File: config.mk
export PLATFORM = sky130hd
export DESIGN_NAME = rx_ring_addr_gen
export DESIGN_NICKNAME = d
export VERILOG_FILES = /design/src/rtl/rxr_pkg.sv /design/src/rtl/rxr_cfg.sv /design/src/rtl/rxr_step.sv /design/src/rtl/rxr_cursor.sv /design/src/rtl/rx_ring_addr_gen.sv
export SDC_FILE = /design/constraint.sdc
export NUM_CORES = 1
export LEC_CHECK = 0
export BUFFER_PORTS_ARGS = -buffer_cell sky130_fd_sc_hd__buf_2
export CORE_MARGIN = 2
export CORE_UTILIZATION = 51
export CTS_CLUSTER_DIAMETER = 60
export DETAILED_ROUTE_END_ITERATION = 6
export MAX_ROUTING_LAYER = met4
export PLACE_DENSITY = 0.78
export SYNTH_ARGS = -nofsm -noshare
export SYNTH_HDL_FRONTEND = slang
export SYNTH_SLANG_ARGS = --single-unit
File: constraint.sdc
create_clock -name clk_i -period 4.24 [get_ports clk_i]
set_input_delay 0.424 -clock clk_i [delete_from_list [all_inputs] [get_ports clk_i]]
set_output_delay 0.424 -clock clk_i [all_outputs]
set_load 0.01 [all_outputs]
File: src/rtl/rxr_pkg.sv
package rxr_pkg;
  typedef enum logic [1:0] {
    RING_8K  = 2'd0,
    RING_16K = 2'd1,
    RING_32K = 2'd2,
    RING_64K = 2'd3
  } ring_len_e;

  localparam int unsigned RING_LOG2_MIN = 13;
  localparam int unsigned RING_CODES    = 4;
endpackage

File: src/rtl/rxr_cfg.sv
module rxr_cfg
  import rxr_pkg::*;
#(
  parameter int unsigned AW = 17
) (
  input  logic          clk_i,
  input  logic          rst_ni,
  input  logic          start_i,
  input  logic [1:0]    len_code_i,
  input  logic          wrap_mode_i,
  output logic [AW-1:0] size_o,
  output logic [AW-1:0] start_size_o,
  output logic          linear_o
);
  logic [AW-1:0] size_tbl [RING_CODES];
  ring_len_e     len_q;
  logic          wrap_q;

  for (genvar g = 0; g < RING_CODES; g++) begin : g_size
    assign size_tbl[g] = AW'(1) << (RING_LOG2_MIN + g);
  end

  always_ff @(posedge clk_i or negedge rst_ni) begin
    if (!rst_ni) begin
      len_q  <= RING_8K;
      wrap_q <= 1'b0;
    end else if (start_i) begin
      len_q  <= ring_len_e'(len_code_i);
      wrap_q <= wrap_mode_i;
    end
  end

  assign size_o       = size_tbl[len_q];
  assign start_size_o = size_tbl[len_code_i];
  // largest ring always folds
  assign linear_o     = wrap_q && (len_q != RING_64K);
endmodule

File: src/rtl/rxr_step.sv
module rxr_step #(
  parameter int unsigned AW        = 17,
  parameter int unsigned BW        = 11,
  parameter int unsigned SPILL_MAX = 1536
) (
  input  logic [AW-1:0] cur_i,
  input  logic [BW-1:0] bytes_i,
  input  logic          wr_en_i,
  input  logic [AW-1:0] size_i,
  input  logic          linear_i,
  output logic [AW-1:0] adv_o,
  output logic [AW-1:0] next_o,
  output logic          err_o
);
  logic [AW-1:0] sum, over_amt;
  logic          over;

  always_comb begin
    sum      = cur_i + (wr_en_i ? AW'(bytes_i) : '0);
    over     = sum >= size_i;
    over_amt = sum - size_i;
    // one subtractor serves both the fold and the spill
    next_o   = over ? over_amt : sum;
    adv_o    = linear_i ? sum : next_o;
    err_o    = linear_i && over && (over_amt > AW'(SPILL_MAX));
  end
endmodule

File: src/rtl/rxr_cursor.sv
module rxr_cursor #(
  parameter int unsigned AW = 17
) (
  input  logic          clk_i,
  input  logic          rst_ni,
  input  logic          start_i,
  input  logic          end_i,
  input  logic [AW-1:0] start_size_i,
  input  logic [AW-1:0] adv_i,
  input  logic [AW-1:0] next_i,
  input  logic          err_i,
  output logic [AW-1:0] off_o,
  output logic [AW-1:0] next_o,
  output logic          err_o,
  output logic          active_o
);
  always_ff @(posedge clk_i or negedge rst_ni) begin
    if (!rst_ni) begin
      off_o    <= '0;
      next_o   <= '0;
      err_o    <= 1'b0;
      active_o <= 1'b0;
    end else if (start_i) begin
      active_o <= 1'b1;
      err_o    <= 1'b0;
      off_o    <= (next_o >= start_size_i) ? '0 : next_o;
    end else if (active_o) begin
      off_o <= adv_i;
      if (end_i) begin
        active_o <= 1'b0;
        next_o   <= next_i;
        err_o    <= err_i;
      end
    end
  end


  idle_hold_chk: assert property (@(posedge clk_i) disable iff (!rst_ni)
    (!active_o && !start_i) |=> $stable(off_o));


  err_clear_chk: assert property (@(posedge clk_i) disable iff (!rst_ni)
    start_i |=> !err_o);


  next_hold_chk: assert property (@(posedge clk_i) disable iff (!rst_ni)
    !(active_o && end_i) |=> $stable(next_o));
endmodule

File: src/rtl/rx_ring_addr_gen.sv
module rx_ring_addr_gen #(
  parameter int unsigned AW        = 17,
  parameter int unsigned BW        = 11,
  parameter int unsigned SPILL_MAX = 1536
) (
  input  logic          clk_i,
  input  logic          rst_ni,
  input  logic [1:0]    len_code_i,
  input  logic          wrap_mode_i,
  input  logic          frame_start_i,
  input  logic          wr_valid_i,
  input  logic [BW-1:0] wr_bytes_i,
  input  logic          frame_end_i,
  output logic [AW-1:0] wr_offset_o,
  output logic [AW-1:0] next_start_o,
  output logic          spill_err_o
);
  logic [AW-1:0] size_q, start_size, adv, next_d;
  logic          linear_q, active, err_d, wr_en;

  assign wr_en = wr_valid_i && active && !frame_start_i;

  rxr_cfg #(.AW(AW)) u_cfg (
    .clk_i       (clk_i),
    .rst_ni      (rst_ni),
    .start_i     (frame_start_i),
    .len_code_i  (len_code_i),
    .wrap_mode_i (wrap_mode_i),
    .size_o      (size_q),
    .start_size_o(start_size),
    .linear_o    (linear_q)
  );

  rxr_step #(.AW(AW), .BW(BW), .SPILL_MAX(SPILL_MAX)) u_step (
    .cur_i   (wr_offset_o),
    .bytes_i (wr_bytes_i),
    .wr_en_i (wr_en),
    .size_i  (size_q),
    .linear_i(linear_q),
    .adv_o   (adv),
    .next_o  (next_d),
    .err_o   (err_d)
  );

  rxr_cursor #(.AW(AW)) u_cursor (
    .clk_i       (clk_i),
    .rst_ni      (rst_ni),
    .start_i     (frame_start_i),
    .end_i       (frame_end_i),
    .start_size_i(start_size),
    .adv_i       (adv),
    .next_i      (next_d),
    .err_i       (err_d),
    .off_o       (wr_offset_o),
    .next_o      (next_start_o),
    .err_o       (spill_err_o),
    .active_o    (active)
  );


  wrap_bound_chk: assert property (@(posedge clk_i) disable iff (!rst_ni)
    (active && !linear_q) |-> (wr_offset_o < size_q));


  next_bound_chk: assert property (@(posedge clk_i) disable iff (!rst_ni)
    (active && frame_end_i && !frame_start_i) |=> (next_start_o < size_q));


  linear_step_chk: assert property (@(posedge clk_i) disable iff (!rst_ni)
    (active && linear_q && wr_valid_i && !frame_start_i && !frame_end_i)
    |=> (wr_offset_o == $past(wr_offset_o) + AW'($past(wr_bytes_i))));


  start_bound_chk: assert property (@(posedge clk_i) disable iff (!rst_ni)
    frame_start_i |=> (wr_offset_o < size_q));
endmodule

After elaboration in Yosys (flattened, before gate mapping)
Cells that the tools add are included.

Add/subtract/negate cells: 2. Magnitude comparators: 5. Equal/unequal tests: 1. Multiplexer cells: 18. Bitwise gates (word level): 3. Reduce and logical (&&, ||, !) cells: 10.

Operators by type and width (number): $mux W17 (9); $bmux W17 S2 (2); $ge A17 B17 Y1 (2); $add A17 B17 Y17 (1); $gt A17 B11 Y1 const B (1); $sub A17 B17 Y17 (1); $mux W11 (1); $ge A3 B3 Y1 const B (2); $mux W1 (6); $not A2 Y3 (2); $logic_and A1 B1 Y1 (5); $reduce_bool A2 Y1 (2); $reduce_and A3 Y1 (1); $ne A2 B2 Y1 const B (1); $reduce_and A2 Y1 (1); $logic_not A1 Y1 (1); $not A1 Y1 (1).

Register bits: 39. Input port bits: 19. Output and inout bits: 35. Logic and storage cells: 45.

Longest topological paths before layout
Gate-level depths: netlist (run 1).

Word-level depth: 10. Gate-level depth with buffers: 22. Gate-level depth less buffers: 19.

Hierarchy
From an unflattened synthesis (run 1), not the netlist that was laid out.

Cell total of the unflattened synthesis: 550. Area total of the unflattened synthesis: 4499.3 um^2.

Modules (own cells, without submodules): rxr_cursor (times used 1, cells an instance 217, area each 2082.0 um^2, seq. area each 900.9 um^2); rxr_step (times used 1, cells an instance 290, area each 2048.2 um^2, seq. area each 0.0 um^2); rxr_cfg (times used 1, cells an instance 42, area each 360.3 um^2, seq. area each 75.1 um^2); rx_ring_addr_gen (times used 1, cells an instance 1, area each 8.8 um^2, seq. area each 0.0 um^2).

Least setup slack after synthesis (run 1)
Ideal clock, no wire load.

Kind: flip-flop to flip-flop. Start: register u_cursor.active_o. End: register u_cursor.next_o[14]. Library setup time: 92 ps. Arrival time: 4382 ps. Required time: 4148 ps. Slack: -234 ps. Cell stages (with the launch flop): 19. Path buffers: 2. Period minus slack after synthesis: 4474 ps. Path through: dfrtp_1 > nor2b_1 > clkbuf_1 > clkbuf_1 > and3_1 > ha_1 > fa_1 > a21o_1 > a221o_1 > a41o_2 > and2_1 > xor2_1 > ha_1 > a21oi_1 > o21ai_0 > a21oi_1 > o31ai_4 > and3_2 > o31ai_2.

Cells in the longest elaborated chain, start to end: 6. Elaborated cells on any way between the ends: 8. Classes of those cells: add/sub: 2; order compare: 1; mux: 2; reduce/logical: 3.

RTL lines: start: declaration (RTL line rxr_cursor.sv:15) `output logic active_o`; start signal: assignment (RTL line rxr_cursor.sv:22) `active_o <= 1'b0;`; start signal: assignment (RTL line rxr_cursor.sv:24) `active_o <= 1'b1;`; start signal: assignment (RTL line rxr_cursor.sv:30) `active_o <= 1'b0;`; $logic_and A1 B1 Y1 (2 in series) (RTL line rx_ring_addr_gen.sv:21) `assign wr_en = wr_valid_i && active && !frame_start_i;`; $mux W11 (RTL line rxr_step.sv:19) `sum = cur_i + (wr_en_i ? AW'(bytes_i) : '0);`; $add A17 B17 Y17 (RTL line rxr_step.sv:19); $sub A17 B17 Y17 or $ge A17 B17 Y1 (tied branches) (RTL line rxr_step.sv:21, rxr_step.sv:20); $mux W17 (RTL line rxr_step.sv:23) `next_o = over ? over_amt : sum;`; end signal: assignment (RTL line rxr_cursor.sv:31) `next_o <= next_i;`; end: declaration (RTL line rxr_cursor.sv:13) `output logic [AW-1:0] next_o,`.

Parallel ways exist; a longest one is shown, timed or not. A chain may end at the register's enable or synchronous reset.

Worst setup path in the final report (run 1)
Start: register u_cursor.active_o. End: register u_cursor.err_o.

Cells in the longest elaborated chain, start to end: 10. Elaborated cells on any way between the ends: 14. Classes of those cells: add/sub: 2; order compare: 2; mux: 4; reduce/logical: 6.

RTL lines: $logic_and A1 B1 Y1 (2 in series) (RTL line rx_ring_addr_gen.sv:21); $mux W11 (RTL line rxr_step.sv:19); $add A17 B17 Y17 (RTL line rxr_step.sv:19); $sub A17 B17 Y17 or $ge A17 B17 Y1 (tied branches) (RTL line rxr_step.sv:21, rxr_step.sv:20); $gt A17 B11 Y1 or $logic_and A1 B1 Y1 (tied branches) (RTL line rxr_step.sv:25) `err_o = linear_i && over && (over_amt > AW'(SPILL_MAX));`; $logic_and A1 B1 Y1 (RTL line rxr_step.sv:25); $mux W1 (RTL line rxr_cursor.sv:29) `if (end_i) begin`; $mux W1 (RTL line rxr_cursor.sv:27) `end else if (active_o) begin`; $mux W1 (RTL line rxr_cursor.sv:23) `end else if (start_i) begin`; end signal: assignment (RTL line rxr_cursor.sv:32) `err_o <= err_i;`; end: declaration (RTL line rxr_cursor.sv:14) `output logic err_o,`.

Parallel ways exist; a longest one is shown, timed or not. The select of a mux whose other input is x is not followed.

==> results of run 1 <==
worst min path at each step:
stage	from	to	cells past startpoint
2_1_floorplan	rst_ni	u_cfg.len_q[0]$_DFFE_PN0P_	0
3_3_place_gp	u_cfg.wrap_q$_DFFE_PN0P_	u_cfg.wrap_q$_DFFE_PN0P_	1
3_5_place_dp	u_cfg.wrap_q$_DFFE_PN0P_	u_cfg.wrap_q$_DFFE_PN0P_	1
4_1_cts	rst_ni	u_cursor.next_o[4]$_DFFE_PN0P_	1
5_1_grt	rst_ni	u_cursor.next_o[4]$_DFFE_PN0P_	1
6_report	rst_ni	u_cursor.next_o[4]$_DFFE_PN0P_	1
flip-flops by register name, summed over array words and instances, names as in the netlist:
name               flops
u_cursor.off_o        17
u_cursor.err_o         1
u_cursor.next_o       17
u_cfg.wrap_q           1
u_cursor.active_o      1
u_cfg.len_q            2
power breakdown:
part           switching [mW]  leakage [nW]  internal (mW)
combinational           0.580          1.17          0.468
sequential              0.128         0.503          0.479
clock                   0.133        0.0612          0.190
total                   0.841          1.73           1.14
kinds of logic after synthesis:
| kind of cell | count (synthesis) | share of synthesized area (%) |
|---|---|---|
| AND/OR/NAND/NOR | 122 | 21.05 |
| AO/OA/AOI/OAI | 97 | 22.68 |
| flip-flops | 39 | 34.42 |
| buffers and inverters | 27 | 3.972 |
| XOR/XNOR | 20 | 6.178 |
| adder cells (fa/ha/maj) | 20 | 9.091 |
| multiplexers | 7 | 2.604 |
layout make-up:
type | count | area share [%]
multi-input combinational | 266 | 52.19
sequential | 39 | 28.45
timing repair buffer | 72 | 12.00
tap | 72 | 2.626
clock buffer | 6 | 2.407
inverter | 12 | 1.313
clock inverter | 2 | 1.021
timing repair:
item | CTS | global route
setup buffers | 1 | 4
pin swaps | 0 | 6
gates cloned | 0 | 0
endpoints found under the setup margin | 3 | 9
resized for setup | 0 | 10
hold buffers | 0 | 0
per-stage QoR:
step	TNS, ns	worst slack [ns]	utilization (%)	power, mW	instance area (um^2)
3_5_place_dp	-0.4807	-0.1289	59.56	1.582	3239
4_1_cts	0	0.02954	61.86	1.914	3364
3_3_place_gp	-0.02329	-0.01334	59.56	1.559	3239
5_1_grt	-0.08842	-0.08842	63.08	2.124	3431
2_1_floorplan	0	0.002450	-	1.242	2848
6_report	0	0.1973	63.08	1.978	3431
layout by cell type (no fill, tap or decap), types with 2 or more instances in the layout:
cell type	n
a221o_1	2
nor2_1	39
or4_1	4
and3_1	15
nand3_1	7
o2111ai_1	2
nand2b_1	8
a211oi_1	2
o21ai_0	17
mux2_2	3
nand2_1	29
a31oi_1	5
ha_1	18
a31o_2	2
a21oi_1	34
xnor2_1	14
dfrtp_1	39
a21o_1	7
o21ai_1	3
mux2i_1	4
buf_4	18
clkbuf_8	6
buf_2	53
o311ai_1	2
a41oi_1	2
a22oi_1	2
a21oi_2	2
xor2_1	4
inv_1	12
nand4_1	3
nor3_1	4
metal layers:
metal,part of all wire (%),vias up
met3,6.7,11
met1,42,1308
met2,49,107
li1,-,1327
met4,1.8,0
met5,0,-
Yosys cell counts (2+ instances only):
master     instances  share of area, %
nor3_1             4              0.71
dfrtp_1           39                34
a21o_1             7               1.9
a221o_1            2              0.71
o21ai_1            3              0.53
ha_1              19               8.4
and3_1            16               3.5
a22oi_1            2              0.53
mux2i_1            4               1.4
and2_1             2              0.44
o21ai_0           17               3.0
a41oi_1            2              0.62
nand2_1           29               3.8
nand2b_1           8               1.8
xor2_1             5               1.5
clkbuf_1          13               1.7
a31oi_1            5               1.1
nand4_1            3              0.66
or4_1              4               1.1
inv_1             12               1.6
a21oi_1           36               6.4
nand3_1            8               1.4
xnor2_1           15               4.6
nor2_1            39               5.2
mux2_2             3               1.2
a211oi_1           2              0.53
a31o_2             2              0.62
o2111ai_1          2              0.62
o311ai_1           2              0.62
==> impl_results.md, run 1 <==
- Outcome: finished, final reports clean
- Cells after synthesis: 332
- Final slew viol count: 0
- Vias: 2753
- Reg2reg end: u_cursor.err_o$_DFFE_PN0P_
- Yosys warns: 0
- Detail Route Antenna Nets: 0
- FF+latch area: 975.9 um^2
- M1 GR Usage: 34.28%
- Area Growth Syn to Fin: 21.01%
- CP bufs+invs: 0
- Mapped Area: 2835 um^2
- Worst hold slack: 0.2528 ns
- Total grt overflow: 0
- Gpl congestion: 0.8849
- Die Ht: 78.56 um
- DR pass1 iterations: 4
- Total wire length: 7.740 mm
- Pin count of the biggest net entering global routing: 40
- Slew @ Worst Pin: 1.105 ns
- Crit path arrival time: 4.21 ns
- Leak: 1.733 nW
- First-pass GRT wire length: 12.66 mm
- Clock sinks: 39
- Ys async rst share: 100.0%
- Starting Density: 52.13%
- Pwr/cell area: 576.7 nW/um^2
- DRC violations left: 0
- DIE AREA: 6172 um^2
- Clock root buffer master: clkbuf_8
- End of the critical path: u_cursor.err_o$_DFFE_PN0P_
- Clk Latency, worst-skew pair: 0.29 ns
- GRT met2 Usage: 43.42%
- PortBufs: 53
- Dpl cells: 456
- Worst Skew: 0.006472 ns
- Layout Cells excl Fill: 469
- Synth unique cells: 56
- Initial antenna violation count: 0
- Tightest Hold Check Type: in -> async
- Worst Reg-to-Reg Cells: 15
- Fin crit share: 95.35%
- Vias per cell: 5.870
- Crit-path leading delay family: compound AO/OA/AOI/OAI gates
- Max incr delay on CP: 0.40 ns
- Share of cells above drive strength 1: 25.94%
- Max-Slew Margin vs Limit: 26.14%
- Ys flop type: dfrtp_1
- Max cap viols: 0
- CP max stage cell: ha_2
- Iter 0 DRT Violations: 205
- Core Rows: 27
- Core box area: 5439 um^2
- Required time worst endpoint: 4.41 ns
- Critical path startpoint: u_cursor.active_o$_DFF_PN0_
- Start of the worst register-to-register path: u_cursor.active_o$_DFF_PN0_
- Wirelength per Cell: 16.50 um
- Logic depth of the worst path, buffers included: 15
- # fillers: 466
- # nets final: 435
- Vias in the first global route: 2612
- H-tree depth: 2
- Total Routing Usage GR: 26.75%
- Worst setup SP type: flip-flop
- Syn_nets: 371
- HPWL after DPL: 5.617 mm
- Area used by multi-input combinational logic: 1790 um^2
- Final hold viol count: 0
- CTS tree: done
- EDFF count, synth: 0
- CP Capture Type: flip-flop
- M3 GR Usage: 3.908%
- Post-synthesis sequential area ratio: 34.42%
- CTS Buf Count: 5
- Top Usage Layer GRT: met2
- Critical path class: reg -> reg
- Fin crit period: 4.043 ns
- N_diodes: 0
- Die width: 78.56 um
- Max Freq: 247.4 MHz
- Clk buf depth: 2
- CP max FO: 8
- Boundary pin count: 54
- Worst vdd ir: 0.4081 mV
- Clock-pin slew on the worst setup and hold paths: 0.08 ns
- Crit path cell chain: nor2b_2 -> and3_1 -> ha_1 -> fa_2 -> a21o_1 -> a221o_1 -> a41o_2 -> nand4_1 -> xnor2_1 -> ha_2 -> nor4b_1 -> a31oi_1 -> o2111ai_1 -> a2111oi_1 -> a21oi_1
- Synthesized flop and latch total: 39
- Setup violators final: 0
- Setup slack, reg-to-reg: 0.20 ns
- Syn avg cell area: 8.540 um^2
(Power assumes the default switching activity.)
==> inputs of run 2 (changes only) <==
CORE_UTILIZATION = 54   (was 51)
PLACE_DENSITY = 0.79   (was 0.78)
SYNTH_HIERARCHICAL = 1   (was not set)
==> run 2 against run 1 <==
The run now ends with negative setup slack left. Total power rose to 2.8 times the previous value. Non-clock buffer count up 105. Largest cell class unchanged. Final cell count up 75%. Synthesized cell count up 66%. Global-route usage up 4.6 points. Synthesized area up 59%. Clock power about the same. Highest routed layer unchanged. Wire length up 110%. Critical path depth up 10. Worst setup slack worse by 1.2 ns. Count of clock-buffer cells in the layout unchanged.
==> impl_results.md, run 2 <==
- Outcome: finished with violations
- Failing checks: negative setup slack
- Fin area: 6211 um^2 (+81%)
- Pwr/cell area: 902.4 nW/um^2 (+56%)
- Post-synth top area cell: dfrtp_1
- Cells after synthesis: 550 (+66%)
- Clock-pin slew on the worst setup and hold paths: 0.08 ns (about the same)
- Final slew viol count: 0 (unchanged)
- Required time worst endpoint: 4.36 ns (-0.05 ns)
- Max cap viols: 0 (unchanged)
- CP Capture Type: flip-flop
- Synth cell count leaders: inv_1 (74), a21oi_1 (60), ha_1 (45)
- Wirelength per Cell: 19.74 um (+20%)
- CP max FO: 8 (unchanged)
- Boundary pin count: 54 (unchanged)
- Setup slack, reg-to-reg: -1.03 ns (-1.23 ns)
- Dpl cells: 784 (+72%)
- # hold bufs at CTS: 0 (unchanged)
- Crit path arrival time: 5.39 ns (+1.18 ns)
- Vias per cell: 6.168 (+5.1%)
- Layout Cells excl Fill: 820 (+75%)
- PortBufs: 53 (unchanged)
- Detail Route Antenna Nets: 0 (unchanged)
- Start of the worst register-to-register path: u_cursor/active_o$_DFF_PN0_
- DIE AREA: 9078 um^2 (+47%)
- Fin crit period: 5.275 ns (+1.232 ns)
- DRC violations left: 0 (unchanged)
- Vias: 5058 (+84%)
- Yosys warns: 6 (+6)
- H-tree depth: 2 (unchanged)
- Sum of negative setup slack: -30.27 ns (-30.27 ns)
- Post-synthesis sequential area ratio: 21.69% (-13 points)
- Final setup margin: -1.035 ns (-1.232 ns)
- Critical path class: reg -> reg
- Dpl ws: -1.082 ns (-0.9528 ns)
- Worst Reg-to-Reg Cells: 25 (+10)
- Tightest Hold Check Type: in -> async
- Clk buf depth: 2 (unchanged)
- Final hold viol count: 0 (unchanged)
- Initial antenna violation count: 0 (unchanged)
- Slew @ Worst Pin: 0.8563 ns (-0.2489 ns)
- Clk Latency, worst-skew pair: 0.29 ns (about the same)
- Max Freq: 189.6 MHz (-23%)
- HPWL after DPL: 10.06 mm (+79%)
- DR pass1 iterations: 5 (+1)
- CTS tree: done
- Total grt overflow: 0 (unchanged)
- Core Rows: 33 (+22%)
- Clock root buffer master: clkbuf_8
- Total Routing Usage GR: 31.31% (+4.6 points)
- Max-Slew Margin vs Limit: 42.92% (+17 points)
- Syn avg cell area: 8.181 um^2 (-4.2%)
- First-pass GRT wire length: 21.51 mm (+70%)
- Largest cells by area after synthesis: dfrtp_1 (22%), ha_1 (13%), a21oi_1 (6.7%), inv_1 (6.2%), buf_4 (4.3%)
- Largest registers: u_cursor/next_o (17), u_cursor/off_o (17), u_cfg/len_q (2)
- Gpl congestion: 0.9205 (+4.0%)
- Area after DPL: 5498 um^2 (+70%)
- Pin count of the biggest net entering global routing: 42 (+5.0%)
- Synthesized flop and latch total: 39 (unchanged)
- Worst setup SP type: flip-flop
- Setup violators final: 35 (+35)
- Ys flop type: dfrtp_1
- Leak: 3.082 nW (+78%)
- Mapped Area: 4499 um^2 (+59%)
- CTS Buf Count: 5 (unchanged)
- N_diodes: 0 (unchanged)
- Commonest non-fill, non-tap cell in the layout: buf_4
- Area Growth Syn to Fin: 38.04%
- Top-count cell post-synth: inv_1
- Vias in the first global route: 4607 (+76%)
- Ys async rst share: 100.0% (unchanged)
- Die Ht: 95.28 um (+21%)
- RSZ-0062 raised after global routing: yes
- Clock sinks: 39 (unchanged)
- # nets final: 780 (+79%)
- Die width: 95.28 um (+21%)
- Commonest cells after routing, fill and taps aside: buf_4 (109), inv_1 (68), buf_2 (53), a21oi_1 (50), dfrtp_1 (38)
- Total wire length: 16.19 mm (+110%)
- Core box area: 8134 um^2 (+50%)
- Iter 0 DRT Violations: 616 (+200%)
- Worst vdd ir: 0.5096 mV (+25%)
- Starting Density: 55.31% (+3.2 points)
- Share of cells above drive strength 1: 38.04% (+12 points)
- Fin crit share: 124.4% (+29 points)
- Finished Core Util: 76.36% (+13 points)
- Synth unique cells: 56 (unchanged)
- Worst Skew: 0.008113 ns (+0.001641 ns)
- # fillers: 483 (+3.6%)
- Yosys top cell area share: 21.69% (-13 points)
- EDFF count, synth: 0 (unchanged)
- Reg2reg end: u_cursor/off_o[5]$_DFFE_PN0P_
## run 2: worst max-delay path, cell delays in order, from the launching register on
cell and delay [ns]:
dfrtp_2 0.43, and3b_2 0.29, buf_6 0.14, and2_1 0.17
ha_4 0.29, o21ai_0 0.12, o21ai_1 0.23, a31o_1 0.23
a41oi_2 0.18, a211oi_2 0.37, buf_4 0.19, nand3_1 0.10
xor2_1 0.22, inv_1 0.10, ha_4 0.23, and3_4 0.19
buf_4 0.13, a311o_1 0.38, nor2b_4 0.16, buf_12 0.16
buf_6 0.11, mux2_4 0.29, inv_2 0.08, a21oi_2 0.06
o22ai_1 0.17, a21oi_1 0.09
## run 2: layout make-up
type	count	area, um^2	share of cell area [%]
Sequential cell	39	977.2	15.73
Inverter	75	284.0	4.573
Clock inverter	2	35.03	0.5641
Clock buffer	6	82.58	1.330
Timing Repair Buffer	177	1321	21.27
Tap cell	105	131.4	2.115
Multi-Input combinational cell	416	3379	54.41
## run 2: how the worst max path moves through the flow
stage | end | start | slack, ns
finish | u_cursor/off_o[5]$_DFFE_PN0P_ | u_cursor/active_o$_DFF_PN0_ | -1.03
global route | u_cursor/off_o[0]$_DFFE_PN0P_ | u_cursor/active_o$_DFF_PN0_ | -1.14
CTS | u_cursor/off_o[8]$_DFFE_PN0P_ | u_cursor/active_o$_DFF_PN0_ | -0.49
detailed placement | u_cursor/off_o[4]$_DFFE_PN0P_ | frame_start_i | -1.08
global placement | u_cursor/off_o[8]$_DFFE_PN0P_ | frame_start_i | -0.99
floorplan | u_cursor/off_o[0]$_DFFE_PN0P_ | frame_start_i | -0.45
## run 2: cell families (layout without fill, tap and decap cells)
logic type | Yosys count | after routing | share of synthesized area (%)
AOI/OAI and AO/OA | 153 | 153 | 21.52
buffers and inverters | 120 | 260 | 12.71
and+or+nand+nor | 112 | 112 | 12.99
muxes | 53 | 53 | 12.74
adders and majority gates | 47 | 47 | 13.40
DFF | 39 | 39 | 21.69
xor gates and xnor gates | 25 | 25 | 4.867
other | 1 | 26 | 0.08335
## run 2: metrics by stage
stage          hold WS [ns]  power (mW)
6_report             0.2334       5.605
5_1_grt              0.3165       5.866
4_1_cts              0.2603       4.912
3_5_place_dp         0.4726       4.178
3_3_place_gp         0.4673       4.029
2_1_floorplan        0.1284       2.776
## run 2: what timing repair did
action / in CTS / in global routing
gates resized for setup: 36 / 40
setup buffers: 18 / 10
endpoints found under the setup margin: 35 / 35
gates cloned: 1 / 2
pin swaps: 30 / 13
## run 2: power breakdown
group | leakage, nW | internal (mW) | switching, mW
clock network | 0.0612 | 0.190 | 0.132
registers | 0.479 | 0.533 | 0.245
logic | 2.54 | 2.29 | 2.21
## run 2: per-layer routing
layer / share of wire (%) / track usage (%) / vias up / routed length, um
met2: 47 / 52.17 / 369 / 7621
li1: - / - / 2215 / -
met5: 0 / - / - / 0
met3: 8.7 / 3.399 / 109 / 1412
met1: 38 / 38.51 / 2365 / 6198
met4: 5.9 / 13.41 / 0 / 954
==> inputs of run 3 (changes only) <==
SETUP_SLACK_MARGIN = 0.5   (was not set)
==> run 3 against run 2 <==
Non-clock buffer count is the same. First-iteration DRC count decreased by 36%. Clock skew increased by 0.0023 ns. Maximum frequency up 3.5%. Wire length decreased by 1.6%. The run still ends with negative setup slack left.
==> impl_results.md, run 3 (synthesized netlist as in run 2, its figures left out) <==
- Max Freq: 196.1 MHz (+3.5%)
- Fin area: 6207 um^2 (about the same)
- DR pass1 iterations: 5 (unchanged)
- Clk buf depth: 2 (unchanged)
- # fillers: 491 (+1.7%)
- Failing checks: negative setup slack
- Die Ht: 95.28 um (unchanged)
- Start of the worst register-to-register path: u_cursor/active_o$_DFF_PN0_
- Gpl congestion: 0.9205 (unchanged)
- Final slew viol count: 0 (unchanged)
- Pwr/cell area: 904.8 nW/um^2 (+0.26%)
- Commonest cells after routing, fill and taps aside: buf_4 (112), inv_1 (67), buf_2 (53), a21oi_1 (50), dfrtp_1 (38)
- Total wire length: 15.93 mm (-1.6%)
- PortBufs: 53 (unchanged)
- DIE AREA: 9078 um^2 (unchanged)
- Setup violators final: 35 (unchanged)
- Starting Density: 55.31% (unchanged)
- Core box area: 8134 um^2 (unchanged)
- Net Sw Power: 2.572 mW (-0.61%)
- Clock sinks: 39 (unchanged)
- Wirelength per Cell: 19.43 um (-1.6%)
- Vias: 4978 (-1.6%)
- Outcome: finished with violations
- Final setup margin: -0.8586 ns (+0.1763 ns)
- Tightest Hold Check Type: in -> async
- Reg2reg end: u_cursor/off_o[4]$_DFFE_PN0P_
- CP max FO: 6 (-2)
- Fin crit period: 5.099 ns (-0.1763 ns)
- Clock-pin slew on the worst setup and hold paths: 0.08 ns (about the same)
- Largest registers: u_cursor/next_o (17), u_cursor/off_o (17), u_cfg/len_q (2)
- Detail Route Antenna Nets: 0 (unchanged)
- Crit-path leading delay family: simple AND/OR/NAND/NOR gates
- Clock root buffer master: clkbuf_8
- HPWL after DPL: 10.06 mm (unchanged)
- Boundary pin count: 54 (unchanged)
- Max-Slew Margin vs Limit: 41.07% (-1.8 points)
- Total Routing Usage GR: 31.64% (+0.33 points)
- # hold bufs at CTS: 0 (unchanged)
- Setup slack, reg-to-reg: -0.86 ns (+0.18 ns)
- Crit path arrival time: 5.23 ns (-0.16 ns)
- CP max stage cell: dfrtp_2
- Comb pwr share: 80.4% (about the same)
- Worst vdd ir: 0.5067 mV (-0.57%)
- Crit path top cell by count: buf_4
- Worst Reg-to-Reg Cells: 30 (+20%)
- Critical path class: reg -> reg
- CTS Buf Count: 5 (unchanged)
- Worst Skew: 0.01042 ns (+0.002307 ns)
- Clock share of power: 5.8% (about the same)
- Final hold viol count: 0 (unchanged)
- Core Rows: 33 (unchanged)
- # nets final: 780 (unchanged)
- Clk Latency, worst-skew pair: 0.30 ns (about the same)
- Total grt overflow: 0 (unchanged)
- Area after DPL: 5498 um^2 (unchanged)
- CP bufs+invs: 9 (+2)
- Vias per cell: 6.071 (-1.6%)
- Worst setup SP type: flip-flop
- Vias in the first global route: 4599 (-0.17%)
- RSZ-0062 raised after global routing: yes
- Cell internal pwr: 3.044 mW (+0.90%)
- Die width: 95.28 um (unchanged)
- Max incr delay on CP: 0.43 ns (about the same)
- Slew @ Worst Pin: 0.8840 ns (+0.02771 ns)
- Part of the power in registers: 13.8% (about the same)
- Finished Core Util: 76.31% (about the same)
- Pin count of the biggest net entering global routing: 42 (unchanged)
- Required time worst endpoint: 4.37 ns (about the same)
- DRC violations left: 0 (unchanged)
- First-pass GRT wire length: 21.76 mm (+1.2%)
- Share of cells above drive strength 1: 38.18% (+0.14 points)
- CP Capture Type: flip-flop
- Leak: 3.109 nW (+0.87%)
- N_diodes: 0 (unchanged)
- Fin crit share: 120.2% (-4.2 points)
- Area Growth Syn to Fin: 37.96% (about the same)
- Iter 0 DRT Violations: 396 (-36%)
- Initial antenna violation count: 0 (unchanged)
- CTS tree: done
- Commonest non-fill, non-tap cell in the layout: buf_4
- Max cap viols: 0 (unchanged)
- H-tree depth: 2 (unchanged)
- Sw Share: 45.79% (-0.38 points)
-- run 3: cell counts in the layout (fill, tap and decap cells not counted) --
No cell type changed its count.
-- run 3: worst max path at each step --
| stage | from | to | slack (ns) | cells after the start |
|---|---|---|---|---|
| floorplan | frame_start_i | u_cursor/off_o[0]$_DFFE_PN0P_ | -0.45 | 29 |
| global placement | frame_start_i | u_cursor/off_o[8]$_DFFE_PN0P_ | -0.99 | 26 |
| detailed placement | frame_start_i | u_cursor/off_o[4]$_DFFE_PN0P_ | -1.08 | 26 |
| CTS | u_cursor/active_o$_DFF_PN0_ | u_cursor/off_o[8]$_DFFE_PN0P_ | -0.49 | 27 |
| global route | u_cursor/active_o$_DFF_PN0_ | u_cursor/off_o[1]$_DFFE_PN0P_ | -0.97 | 31 |
| finish | u_cursor/active_o$_DFF_PN0_ | u_cursor/off_o[4]$_DFFE_PN0P_ | -0.86 | 30 |
-- run 3: layout make-up --
cell class                      instances  area [um^2]  area share, %
Clock buffer                            6        82.58          1.330
Clock inverter                          2        35.03         0.5644
Inverter                               75        284.0          4.576
Multi-Input combinational cell        416         3378          54.42
Sequential cell                        39        977.2          15.74
Tap cell                              105        131.4          2.117
Timing Repair Buffer                  177         1319          21.25
-- run 3: worst reg2reg max path: cells and delay by family (launching register included) --
kind / cells / cell delay [ns]
multiplexers: 1 / 0.31
AO/OA/AOI/OAI: 8 / 1.08
AND/OR/NAND/NOR: 8 / 1.19
adder cells (fa/ha/maj): 3 / 0.68
XOR/XNOR: 1 / 0.17
buffers and inverters: 9 / 1.05
flip-flops: 1 / 0.43
-- run 3: repair_timing --
| item | 4_1_cts | 5_1_grt |
|---|---|---|
| gates resized for setup | 35 | 39 |
| gates cloned | 1 | 2 |
| setup buffers | 16 | 9 |
| pin swaps | 29 | 11 |
| endpoints found under the setup margin | 35 | 35 |
-- run 3: power groups by stage --
stage	clock [mW]	sequential (mW)	combinational [mW]
6_report	0.326	0.774	4.52
3_3_place_gp	0	0.741	3.29
5_1_grt	0.345	0.789	4.76
2_1_floorplan	0	0.752	2.02
4_1_cts	0.329	0.751	3.82
3_5_place_dp	0	0.753	3.42
-- run 3: metrics by stage --
stage	TNS [ns]	worst slack [ns]	total power, mW	cells	hold WS, ns
3_3_place_gp	-28.85	-0.9945	4.029	784	0.4673
4_1_cts	-12.58	-0.4946	4.904	809	0.2603
3_5_place_dp	-29.64	-1.082	4.178	784	0.4726
2_1_floorplan	-9.290	-0.4464	2.776	575	0.1284
6_report	-24.79	-0.8586	5.616	820	0.2408
5_1_grt	-29.92	-0.9721	5.893	820	0.3082
-- run 3: layer usage --
layer | track usage [%] | routed length, um
met1 | 39.48 | 6101
met4 | 13.53 | 821
met2 | 52.17 | 7713
met3 | 3.320 | 1293
met5 | - | 0
